--- src/rtl/lsu_align_pkg.sv ---
package lsu_align_pkg;

    typedef enum logic [1:0] {
        SZ_BYTE = 2'b00,
        SZ_HALF = 2'b01,
        SZ_WORD = 2'b10,
        SZ_RSVD = 2'b11
    } acc_size_e;

    typedef enum logic [1:0] {
        ST_IDLE       = 2'd0,
        ST_LOAD_RESP  = 2'd1,
        ST_FAULT_RESP = 2'd2
    } resp_state_e;

    typedef struct packed {
        logic [1:0] offset;
        acc_size_e  size;
        logic       sext;
        logic       big_end;
    } load_ctx_t;

endpackage

--- src/rtl/lsu_misalign_detect.sv ---
module lsu_misalign_detect
    import lsu_align_pkg::*;
#(
    parameter int OFF_W = 2
) (
    input  logic [OFF_W-1:0] offset,
    input  acc_size_e        size,
    output logic             misaligned
);
    always_comb begin
        unique case (size)
            SZ_BYTE: misaligned = 1'b0;
            SZ_HALF: misaligned = offset[0];
            SZ_WORD: misaligned = |offset;
            default: misaligned = 1'b1;
        endcase
    end
endmodule

--- src/rtl/lsu_store_lanes.sv ---
module lsu_store_lanes
    import lsu_align_pkg::*;
#(
    parameter int LANES = 4,
    parameter int OFF_W = 2
) (
    input  logic               enable,
    input  logic [OFF_W-1:0]   offset,
    input  acc_size_e          size,
    input  logic               big_end,
    input  logic [LANES*8-1:0] data_in,
    output logic [LANES-1:0]   strobe,
    output logic [LANES*8-1:0] data_out
);
    logic [OFF_W-1:0] byte_lane;
    logic [OFF_W-1:0] half_base;

    assign byte_lane = big_end ? ~offset : offset;
    assign half_base = {(big_end ? ~offset[OFF_W-1:1] : offset[OFF_W-1:1]), 1'b0};

    for (genvar i = 0; i < LANES; i++) begin : g_lane
        localparam logic [OFF_W-1:0] LANE_ID = OFF_W'(i);
        logic hit;
        always_comb begin
            unique case (size)
                SZ_BYTE: hit = (LANE_ID == byte_lane);
                SZ_HALF: hit = ({LANE_ID[OFF_W-1:1], 1'b0} == half_base);
                SZ_WORD: hit = 1'b1;
                default: hit = 1'b0;
            endcase
        end
        assign strobe[i] = enable & hit;

        always_comb begin
            unique case (size)
                SZ_BYTE: data_out[8*i +: 8] = data_in[7:0];
                SZ_HALF: data_out[8*i +: 8] = data_in[8*(i%2) +: 8];
                default: data_out[8*i +: 8] = data_in[8*i +: 8];
            endcase
        end
    end
endmodule

--- src/rtl/lsu_load_extract.sv ---
module lsu_load_extract
    import lsu_align_pkg::*;
#(
    parameter int LANES = 4,
    parameter int OFF_W = 2
) (
    input  logic [LANES*8-1:0] word_in,
    input  load_ctx_t          ctx,
    output logic [LANES*8-1:0] result
);
    localparam int DATA_W = LANES * 8;

    logic [OFF_W-1:0] byte_lane;
    logic [OFF_W-1:0] half_base;
    logic [7:0]       sel_byte;
    logic [15:0]      sel_half;

    assign byte_lane = ctx.big_end ? ~ctx.offset : ctx.offset;
    assign half_base = {(ctx.big_end ? ~ctx.offset[OFF_W-1:1] : ctx.offset[OFF_W-1:1]), 1'b0};
    assign sel_byte  = word_in[{byte_lane, 3'b000} +: 8];
    assign sel_half  = word_in[{half_base, 3'b000} +: 16];

    always_comb begin
        unique case (ctx.size)
            SZ_BYTE: result = {{(DATA_W-8){ctx.sext & sel_byte[7]}}, sel_byte};
            SZ_HALF: result = {{(DATA_W-16){ctx.sext & sel_half[15]}}, sel_half};
            SZ_WORD: result = word_in;
            default: result = '0;
        endcase
    end
endmodule

--- src/rtl/lsu_align_unit.sv ---
module lsu_align_unit
    import lsu_align_pkg::*;
#(
    parameter int ADDR_W  = 32,
    parameter int DATA_W  = 32,
    localparam int LANES  = DATA_W / 8,
    localparam int OFF_W  = $clog2(LANES),
    localparam int WADR_W = ADDR_W - OFF_W
) (
    input  logic              clk,
    input  logic              rst_n,
    input  logic              req_valid,
    input  logic              req_store,
    input  logic [1:0]        req_size,
    input  logic              req_signed,
    input  logic              big_endian,
    input  logic [ADDR_W-1:0] req_addr,
    input  logic [DATA_W-1:0] req_wdata,
    input  logic [DATA_W-1:0] mem_rdata,
    output logic [WADR_W-1:0] mem_word_addr,
    output logic              mem_re,
    output logic              mem_we,
    output logic [LANES-1:0]  mem_be,
    output logic [DATA_W-1:0] mem_wdata,
    output logic              fault,
    output logic              load_valid,
    output logic [DATA_W-1:0] load_data
);
    acc_size_e        size_e;
    logic [OFF_W-1:0] offset;
    logic             misaligned;
    resp_state_e      state_q, state_d;
    load_ctx_t        ctx_q;
    logic [DATA_W-1:0] extracted;

    assign size_e        = acc_size_e'(req_size);
    assign offset        = req_addr[OFF_W-1:0];
    assign mem_word_addr = req_addr[ADDR_W-1:OFF_W];

    lsu_misalign_detect #(.OFF_W(OFF_W)) u_detect (
        .offset     (offset),
        .size       (size_e),
        .misaligned (misaligned)
    );

    assign fault  = req_valid & misaligned;
    assign mem_re = req_valid & ~req_store & ~misaligned;
    assign mem_we = req_valid &  req_store & ~misaligned;

    lsu_store_lanes #(.LANES(LANES), .OFF_W(OFF_W)) u_store (
        .enable   (mem_we),
        .offset   (offset),
        .size     (size_e),
        .big_end  (big_endian),
        .data_in  (req_wdata),
        .strobe   (mem_be),
        .data_out (mem_wdata)
    );

    always_comb begin
        if (req_valid && !req_store)
            state_d = misaligned ? ST_FAULT_RESP : ST_LOAD_RESP;
        else
            state_d = ST_IDLE;
    end

    always_ff @(posedge clk or negedge rst_n) begin
        if (!rst_n) begin
            state_q <= ST_IDLE;
            ctx_q   <= '0;
        end else begin
            state_q <= state_d;
            if (mem_re) begin
                ctx_q.offset  <= offset;
                ctx_q.size    <= size_e;
                ctx_q.sext    <= req_signed;
                ctx_q.big_end <= big_endian;
            end
        end
    end

    lsu_load_extract #(.LANES(LANES), .OFF_W(OFF_W)) u_extract (
        .word_in (mem_rdata),
        .ctx     (ctx_q),
        .result  (extracted)
    );

    always_comb begin
        unique case (state_q)
            ST_LOAD_RESP: begin
                load_valid = 1'b1;
                load_data  = extracted;
            end
            ST_FAULT_RESP: begin
                load_valid = 1'b1;
                load_data  = '0;
            end
            default: begin
                load_valid = 1'b0;
                load_data  = '0;
            end
        endcase
    end
endmodule

--- config.mk ---
export PLATFORM = sky130hd
export DESIGN_NAME = lsu_align_unit
export DESIGN_NICKNAME = d
export VERILOG_FILES = /design/src/rtl/lsu_align_pkg.sv /design/src/rtl/lsu_misalign_detect.sv /design/src/rtl/lsu_store_lanes.sv /design/src/rtl/lsu_load_extract.sv /design/src/rtl/lsu_align_unit.sv
export SDC_FILE = /design/constraint.sdc
export NUM_CORES = 1
export LEC_CHECK = 0
export BUFFER_PORTS_ARGS = -buffer_cell sky130_fd_sc_hd__buf_2
export CAP_MARGIN = 20
export CORE_AREA = 2 2 81 83
export DETAILED_ROUTE_END_ITERATION = 10
export DIE_AREA = 0 0 83 85
export GPL_ROUTABILITY_DRIVEN = 1
export GPL_TIMING_DRIVEN = 0
export PLACE_DENSITY_LB_ADDON = 0.1
export SLEW_MARGIN = 20
export SYNTH_ARGS = -nofsm -noshare
export SYNTH_HDL_FRONTEND = slang
export SYNTH_SLANG_ARGS = --single-unit
--- constraint.sdc ---
create_clock -name clk -period 2.9 [get_ports clk]
set_clock_uncertainty 0.1 [all_clocks]
set_input_delay 0.145 -clock clk [delete_from_list [all_inputs] [get_ports clk]]
set_output_delay 0.145 -clock clk [all_outputs]
set_load 0.03 [all_outputs]
==> impl_metrics.yaml, run 1 <==
critical_path:
  critical_path_required_ns: 2.65
  cp-start-kind: "flop"
  worstPathMaxFanout: 10
  path_class: "flop to output port"
  critPathArrivalTime_ns: 2.32
  cp-end-kind: "output port"
synthesis:
  synth.distinct_cells: 45
  synth_ff_type: "dfrtp_1"
  synth_edf_count: 0
  syn_area_um2: 2120
  syn_nets: 374
  seq_area_frac_synth: 0.0943
  postSynthAreaPerCell_um2: 7.89
  ys_warn_count: 0
  synthCells: 269
  ys_ff_latch: 8
  async_flop_share: 1.00
clocking:
  numCtsBuffers: 3
  clockRootBuffer: "clkbuf_8"
  cts_buffer_depth: 2
  insertion_delay_ns: 0.23
  cts_tree: "yes"
  htreeDepth: 1
  post-cts-setup-buffers: 0
  cts_sinks: 8
  clk_pin_slew_worst_paths_ns: 0.04
drt:
  first_iter_violations: 77
  dr.pass1.iters: 4
  dr_wl_met3_um: 554
  drtAntennaViolNets: 0
  wire_per_inst_um: 13.3
  via_count: 2597
  routed_wl_mm: 6.98
  route.detailed.drc: 0
  top_layer: "met4"
  met2_length_mm: 3.54
  viasPerCell: 4.96
  m1WireLength_mm: 2.84
grt:
  grt_max_degree: 11
  track_usage: 0.184
  grt.overflow.total: 0
  grt_pass1_wl_mm: 11.1
  grt_pass1_vias: 2340
  grt_antenna_before_repair: 0
timing:
  hold_viol: 0
  max-slew-margin-rel: 0.544
  period_needed_ns: 2.57
  worstMarginPinSlew_ns: 0.681
  clock.fmax_mhz: 389
  holdWs_ns: 0.0513
  grt_setup_unrepaired: "false"
  drv_slew: 0
  fin_crit_sh: 0.885
  finalSetupViolations: 0
  timing.setup.tns_ns: 0
status:
  status: "finished, final reports clean"
floorplanning:
  start_util: 0.342
  dieArea_um2: 7060
  core-area_um2: 6200
  num_io_pins: 206
  die_h_um: 85
  chipWidth_um: 83
  row_count: 29
power_and_ir_drop:
  clockPowerShare: 0.102
  power.switching_mw: 0.649
  powerDensity_nw_per_um2: 409
  power_frac_comb: 0.784
  p_int_mw: 0.636
  seqPwrFrac: 0.114
  switching_share: 0.505
  power_leakage_nw: 1.66
  vdd_ir_drop_max_mv: 0.203
placement:
  gp_congestion: 0.846
  portBuffers: 173
  dp_cells: 519
  hpwl_mm: 5.99
finish:
  fin_nets: 554
  antenna_cells: 0
  fillCellCount: 622
  fin_cells: 524
  register_area_um2: 200
  drive_above_1_share: 0.620
  multi_input_area_um2: 1500
  synthToLayoutAreaGrowth_pct: 48.2
run:
  maxCapViolCount: 0
min_path:
  hold_path_class: "input port to flop"
## through the flow
| step | instance area [um^2] | total power [mW] | setup WS [ns] | util |
|---|---|---|---|---|
| 6_report | 3150 | 1.28 | 0.333 | 0.507 |
| 5_1_grt | 3150 | 1.37 | 0.124 | 0.507 |
| 4_1_cts | 3150 | 1.29 | 0.311 | 0.507 |
| 3_5_place_dp | 3080 | 1.15 | 0.559 | 0.497 |
| 3_3_place_gp | 3080 | 1.15 | 0.588 | 0.497 |
| 2_1_floorplan | 2120 | 0.908 | 0.760 | - |
## placed cells by master, fill, tap and decap left out, types with 3 or more instances in the layout
| cell | instances |
|---|---|
| nor4b_1 | 4 |
| buf_6 | 3 |
| mux2i_1 | 11 |
| nand3_1 | 3 |
| nand2_1 | 30 |
| a211oi_1 | 5 |
| o21ai_0 | 28 |
| dfrtp_1 | 8 |
| a21oi_1 | 12 |
| o21ai_2 | 12 |
| a22oi_1 | 9 |
| a31oi_1 | 4 |
| buf_2 | 175 |
| a221oi_1 | 5 |
| nor2_1 | 9 |
| inv_1 | 7 |
| mux2_2 | 31 |
| clkbuf_1 | 7 |
| nand3b_1 | 5 |
| clkbuf_8 | 3 |
| o21a_1 | 4 |
| buf_4 | 42 |
## timing repair
| action | 4_1_cts | 5_1_grt |
|---|---|---|
| endpoints found under the setup margin | 0 | 0 |
| hold buffers | 2 | 0 |
| hold endpoints to repair | 9 | 0 |
| resized for setup | 0 | 0 |
## kinds of logic (layout without fill, tap and decap cells)
family | after synthesis | after routing | synth area share
compound gates | 87 | 87 | 0.275
xor+xnor | 3 | 3 | 0.0248
fa+ha+maj | 1 | 1 | 0.00590
buf+inv | 64 | 242 | 0.199
flops | 8 | 8 | 0.0943
mux | 46 | 46 | 0.252
simple gates | 60 | 60 | 0.149
## final timing paths
check | start | to | slack (ns) | cells past startpoint
hold reg to reg | ctx_q[1] | ctx_q[1] | 0.50 | 1
max in group asynchronous | rst_n | ctx_q[1] | 2.34 | 2
setup / recovery | state_q[1] | load_data[22] | 0.33 | 9
hold / removal | req_signed | ctx_q[1] | 0.05 | 2
min in group asynchronous | rst_n | ctx_q[4] | 0.19 | 2
setup reg to reg | ctx_q[2] | ctx_q[2] | 1.67 | 2
## layout make-up
cell class,instances,share of cell area
plain buffers,56,0.125
repair buffers,175,0.282
multi-input cells,197,0.477
well taps,77,0.0306
inverters,8,0.00955
flip-flops and latches,8,0.0636
clock buffers,3,0.0131
## synth_stat cells (all sizes together) (5+ instances only)
cell    count  area, um^2
o21ai      40         245
mux2       33         379
a211oi      5        37.5
a22oi       9        67.6
buf        49         367
nor2        9        33.8
nand3b      5        37.5
clkbuf      7        26.3
nand2      30         113
dfrtp       8         200
a21oi      12        60.1
inv         7        26.3
mux2i      12         133
a221oi      5        43.8
## flip-flops by register name (all words and copies together), names as in the netlist
register	flops
ctx_q	6
state_q	2
## routing by layer
metal  vias to the layer above  GRT usage
li1                       1305          -
met1                      1155      0.227
met2                       133      0.341
met3                         4     0.0311
met4                         0     0.0283
met5                         -          0
## critical path, cell delays in order (launching register included)
cell and delay, ns:
dfrtp_1 0.35, inv_1 0.05, ha_1 0.31, inv_1 0.09, clkbuf_1 0.27, nor3_4 0.38
buf_2 0.29, nand2_1 0.09, o21ai_2 0.06, buf_2 0.21
## power by group through the flow
stage,Combinational [mW],Clock (mW),Sequential [mW]
after floorplan,0.763,0,0.145
after global placement,0.997,0,0.148
after detailed placement,1.01,0,0.148
after CTS,1.01,0.136,0.147
after global routing,1.09,0.140,0.149
final,1.01,0.131,0.147
Note: power is estimated with default switching activity, not from simulation.
==> run 2, diff against run 1 <==
--- a/config.mk
+++ b/config.mk
@@ -7,9 +7,9 @@
 export LEC_CHECK = 0
 export BUFFER_PORTS_ARGS = -buffer_cell sky130_fd_sc_hd__buf_2
 export CAP_MARGIN = 20
-export CORE_AREA = 2 2 81 83
+export CORE_MARGIN = 2
+export CORE_UTILIZATION = 37
 export DETAILED_ROUTE_END_ITERATION = 10
-export DIE_AREA = 0 0 83 85
 export GPL_ROUTABILITY_DRIVEN = 1
 export GPL_TIMING_DRIVEN = 0
 export PLACE_DENSITY_LB_ADDON = 0.1
==> constraint.sdc (replaced) <==
create_clock -name clk -period 2.65 [get_ports clk]
set_clock_uncertainty 0.1 [all_clocks]
set_input_delay 0.1325 -clock clk [delete_from_list [all_inputs] [get_ports clk]]
set_output_delay 0.1325 -clock clk [all_outputs]
set_load 0.03 [all_outputs]
==> impl_metrics.yaml, run 2 (synthesis results as in run 1) <==
grt:
  grt.overflow.total: 0
  track_usage: 0.201
  grt_max_degree: 11
  grt_pass1_vias: 2243
  grt_pass1_wl_mm: 10.4
  grt_antenna_before_repair: 0
timing:
  clock.fmax_mhz: 406
  hold_viol: 0
  period_needed_ns: 2.47
  max-slew-margin-rel: 0.545
  fin_crit_sh: 0.931
  grt_setup_unrepaired: "false"
  finalSetupViolations: 0
  worstMarginPinSlew_ns: 0.680
  timing.setup.tns_ns: 0
  drv_slew: 0
clocking:
  cts_tree: "yes"
  cts_buffer_depth: 2
  htreeDepth: 1
  cts_sinks: 8
  cts_resized: 0
  numCtsBuffers: 3
  clockRootBuffer: "clkbuf_8"
  insertion_delay_ns: 0.22
  clk_pin_slew_worst_paths_ns: 0.04
min_path:
  hold_depth: 2
  hold_end: "ctx_q[1]"
  worstHoldStart: "req_signed"
  hold_path_class: "input port to flop"
floorplanning:
  num_io_pins: 206
  row_count: 27
  start_util: 0.385
  chipWidth_um: 79.7
  core-area_um2: 5510
  die_h_um: 79.7
  dieArea_um2: 6360
finish:
  top_regs: "ctx_q x6, state_q x2"
  fin_nets: 556
  largest_register_ff_count: 6
  mostFrequentLayoutCells: "buf_2 (175), buf_4 (44), mux2_2 (31), nand2_1 (30), o21ai_0 (28)"
  final_common_cell: "buf_2"
  synthToLayoutAreaGrowth_pct: 48.6
  antenna_cells: 0
  post-route-cell-area_um2: 3150
  drive_above_1_share: 0.621
  largest_register: "ctx_q"
critical_path:
  crit_chain: "inv_1 > ha_1 > inv_1 > clkbuf_1 > a2111oi_0 > a221o_1 > buf_2"
  r2r_slack_ns: 1.46
  r2r-end: "ctx_q[2]"
  worstPathMaxFanout: 10
  cpMaxStageDelayCell: "a2111oi_0"
  critical_path.max_stage_delay_ns: 0.53
  critPathArrivalTime_ns: 2.23
  cp-end-kind: "output port"
  timing.rr.start: "ctx_q[2]"
  cp-start-kind: "flop"
  r2r_cells: 2
  critical_path_required_ns: 2.42
  crit_top_cell: "inv_1"
  path_class: "flop to output port"
drt:
  via_count: 2596
  viasPerCell: 4.98
  route.detailed.drc: 0
  routed_wl_mm: 7.02
  drtAntennaViolNets: 0
  dr.pass1.iters: 4
  first_iter_violations: 113
  wire_per_inst_um: 13.5
status:
  status: "finished, final reports clean"
power_and_ir_drop:
  powerDensity_nw_per_um2: 443
  power_leakage_nw: 1.67
  vdd_ir_drop_max_mv: 0.219
placement:
  dpl_cell_area_um2: 3080
  portBuffers: 173
  gp_congestion: 0.806
  hpwl_mm: 5.94
run:
  maxCapViolCount: 0
==> run 2: changes by cell type in the layout (fill, tap and decap cells not counted) <==
cell	previous run	this run
buf_4	42	44
==> run 2: final cells by class <==
class | count | area (um^2)
Tap cell | 72 | 90.1
Sequential cell | 8 | 200
Inverter | 8 | 30.0
Timing Repair Buffer | 177 | 901
Clock buffer | 3 | 41.3
Fill cell | 546 | 2350
Buffer | 56 | 393
Multi-Input combinational cell | 197 | 1500
==> run 2: worst max-delay path: cells and delay by family, from the launching register on <==
| family | cells | cell delay, ns |
|---|---|---|
| AOI/OAI and AO/OA | 2 | 0.75 |
| adders and majority gates | 1 | 0.31 |
| buffers and inverters | 4 | 0.61 |
| DFF | 1 | 0.35 |
==> run 2: timing repair <==
action	4_1_cts	5_1_grt
hold endpoints to repair	9	0
setup buffers	0	2
hold buffers	2	0
setup endpoints to repair	0	10
==> run 2: per-stage QoR <==
step                std cells  hold WS (ns)  worst slack [ns]  utilization  power, mW
floorplan                 269        -0.263             0.523            -      0.994
global placement          514        -0.117             0.363        0.559       1.25
detailed placement        514        -0.116             0.319        0.559       1.25
CTS                       519        0.0441            0.0923        0.570       1.40
global route              521        0.0550            0.0329        0.573       1.51
finish                    521        0.0463             0.184        0.573       1.40
==> run 2: how the worst max path moves through the flow <==
stage	start	endpoint	slack, ns	cells past startpoint
floorplan	ctx_q[3]	load_data[4]	0.52	6
global placement	state_q[1]	load_data[23]	0.36	9
detailed placement	state_q[1]	load_data[29]	0.32	9
CTS	state_q[1]	load_data[21]	0.09	9
global route	state_q[1]	load_data[21]	0.03	9
finish	state_q[1]	load_data[2]	0.18	7
==> run 2: power breakdown <==
| group | internal [mW] | switching (mW) | total (mW) |
|---|---|---|---|
| sequential | 0.144 | 0.0152 | 0.160 |
| clock | 0.0978 | 0.0415 | 0.139 |
| combinational | 0.454 | 0.645 | 1.10 |
| total | 0.696 | 0.702 | 1.40 |
==> run 2: layer usage <==
layer  part of all wire  vias to the layer above  global-route usage  routed length (um)
li1                   -                     1306                   -                   -
met5                  0                        -                   0                   0
met3              0.090                        4              0.0317                 629
met2               0.51                      128               0.383                3610
met1               0.39                     1158               0.236                2750
met4             0.0047                        0              0.0390                  33
==> run 3, diff against run 2 <==
--- a/config.mk
+++ b/config.mk
@@ -7,9 +7,10 @@
 export LEC_CHECK = 0
 export BUFFER_PORTS_ARGS = -buffer_cell sky130_fd_sc_hd__buf_2
 export CAP_MARGIN = 20
-export CORE_MARGIN = 2
-export CORE_UTILIZATION = 37
+export CORE_AREA = 2 2 80 82
+export CTS_BUF_LIST = sky130_fd_sc_hd__clkbuf_4 sky130_fd_sc_hd__clkbuf_8
 export DETAILED_ROUTE_END_ITERATION = 10
+export DIE_AREA = 0 0 82 84
 export GPL_ROUTABILITY_DRIVEN = 1
 export GPL_TIMING_DRIVEN = 0
 export PLACE_DENSITY_LB_ADDON = 0.1
==> impl_metrics.yaml, run 3 (synthesis results as in run 1) <==
status:
  status: "finished, final reports clean"
timing:
  drv_slew: 0
  timing.setup.tns_ns: 0
  period_needed_ns: 2.45
  max-slew-margin-rel: 0.530
  fin_ws_ns: 0.196
  worstMarginPinSlew_ns: 0.702
  hold_viol: 0
  fin_crit_sh: 0.926
  clock.fmax_mhz: 408
  holdWs_ns: 0.0452
  finalSetupViolations: 0
placement:
  hpwl_mm: 6.02
  gp_congestion: 0.812
  pre_cts_ws_ns: 0.342
  dp_cells: 519
  portBuffers: 173
clocking:
  numCtsBuffers: 3
  cts_tree: "yes"
  htreeDepth: 1
  cts_sinks: 8
  clockRootBuffer: "clkbuf_8"
  insertion_delay_ns: 0.22
  cts_buffer_depth: 2
  clk_pin_slew_worst_paths_ns: 0.04
grt:
  grt.overflow.total: 0
  grt_pass1_vias: 2314
  grt_antenna_before_repair: 0
  track_usage: 0.195
  grt_max_degree: 11
  grt_pass1_wl_mm: 10.9
min_path:
  hold_path_class: "input port to flop"
critical_path:
  cp-end-kind: "output port"
  path_class: "flop to output port"
  critPathArrivalTime_ns: 2.22
  worstPathMaxFanout: 10
  cp-start-kind: "flop"
  critical_path_required_ns: 2.42
floorplanning:
  chipWidth_um: 82
  num_io_pins: 206
  dieArea_um2: 6890
  die_h_um: 84
  start_util: 0.348
  core-area_um2: 6100
  row_count: 29
power_and_ir_drop:
  vdd_ir_drop_max_mv: 0.197
  powerDensity_nw_per_um2: 445
  power_leakage_nw: 1.68
finish:
  antenna_cells: 0
  fin_nets: 557
  largest_register: "ctx_q"
  fin_cells: 527
  mostFrequentLayoutCells: "buf_2 (175), buf_4 (45), mux2_2 (31), nand2_1 (30), o21ai_0 (28)"
  synthToLayoutAreaGrowth_pct: 49.4
  fillCellCount: 640
  final_common_cell: "buf_2"
  top_regs: "ctx_q x6, state_q x2"
  drive_above_1_share: 0.624
  largest_register_ff_count: 6
  fin_util: 0.520
drt:
  wire_per_inst_um: 13.6
  dr.pass1.iters: 4
  routed_wl_mm: 7.14
  first_iter_violations: 103
  viasPerCell: 4.93
  route.detailed.drc: 0
  drtAntennaViolNets: 0
  via_count: 2599
run:
  maxCapViolCount: 0
[run 3: changes by cell type in the layout (fill, tap and decap cells not counted)]
cell / delta
buf_4: +1
clkbuf_1: -1
clkbuf_2: +1
[run 3: power by group]
group	total [mW]	leakage, nW	internal [mW]	switching (mW)
Sequential	0.160	0.0981	0.144	0.0161
Clock	0.142	0.0216	0.0981	0.0444
Combinational	1.11	1.56	0.455	0.653
[run 3: what timing repair did]
item | in CTS | in global routing
hold endpoints to repair | 9 | 0
gates resized for setup | 0 | 2
endpoints found under the setup margin | 0 | 10
buffers inserted | 0 | 3
hold buffers | 2 | 0
[run 3: through the flow]
stage	power [mW]	area, um^2
after floorplan	0.994	2120
after global placement	1.25	3080
after detailed placement	1.26	3080
after CTS	1.41	3150
after global routing	1.52	3170
final	1.41	3170
[run 3: critical path, stage by stage (launching register included)]
cell	delay, ns
dfrtp_1	0.36
buf_4	0.17
xnor2_2	0.37
mux4_2	0.61
nand4_4	0.16
o21ai_0	0.11
buf_2	0.21
[run 3: per-layer routing]
metal	vias up	track usage	wire (um)
li1	1312	-	-
met2	122	0.350	3600
met3	2	0.0292	654
met5	-	0	0
met1	1163	0.243	2860
met4	0	0.0348	21
[run 3: final timing paths]
| kind | slack, ns | cells after the start | startpoint | end |
|---|---|---|---|---|
| min in group asynchronous | 0.17 | 2 | rst_n | state_q[1] |
| max reg2reg | 1.42 | 2 | ctx_q[2] | ctx_q[2] |
| max in group asynchronous | 2.11 | 2 | rst_n | ctx_q[2] |
| max | 0.20 | 6 | ctx_q[4] | load_data[14] |
| min reg2reg | 0.50 | 1 | ctx_q[1] | ctx_q[1] |
| min | 0.05 | 2 | req_signed | ctx_q[1] |
[run 3: area by class of cell]
type / count / area (um^2) / share of cell area
buffer: 56 / 394 / 0.124
clock buffer: 3 / 41.3 / 0.0130
inverter: 8 / 30.0 / 0.00947
multi-input combinational: 197 / 1500 / 0.473
sequential: 8 / 200 / 0.0632
tap: 77 / 96.3 / 0.0304
timing repair buffer: 178 / 908 / 0.287
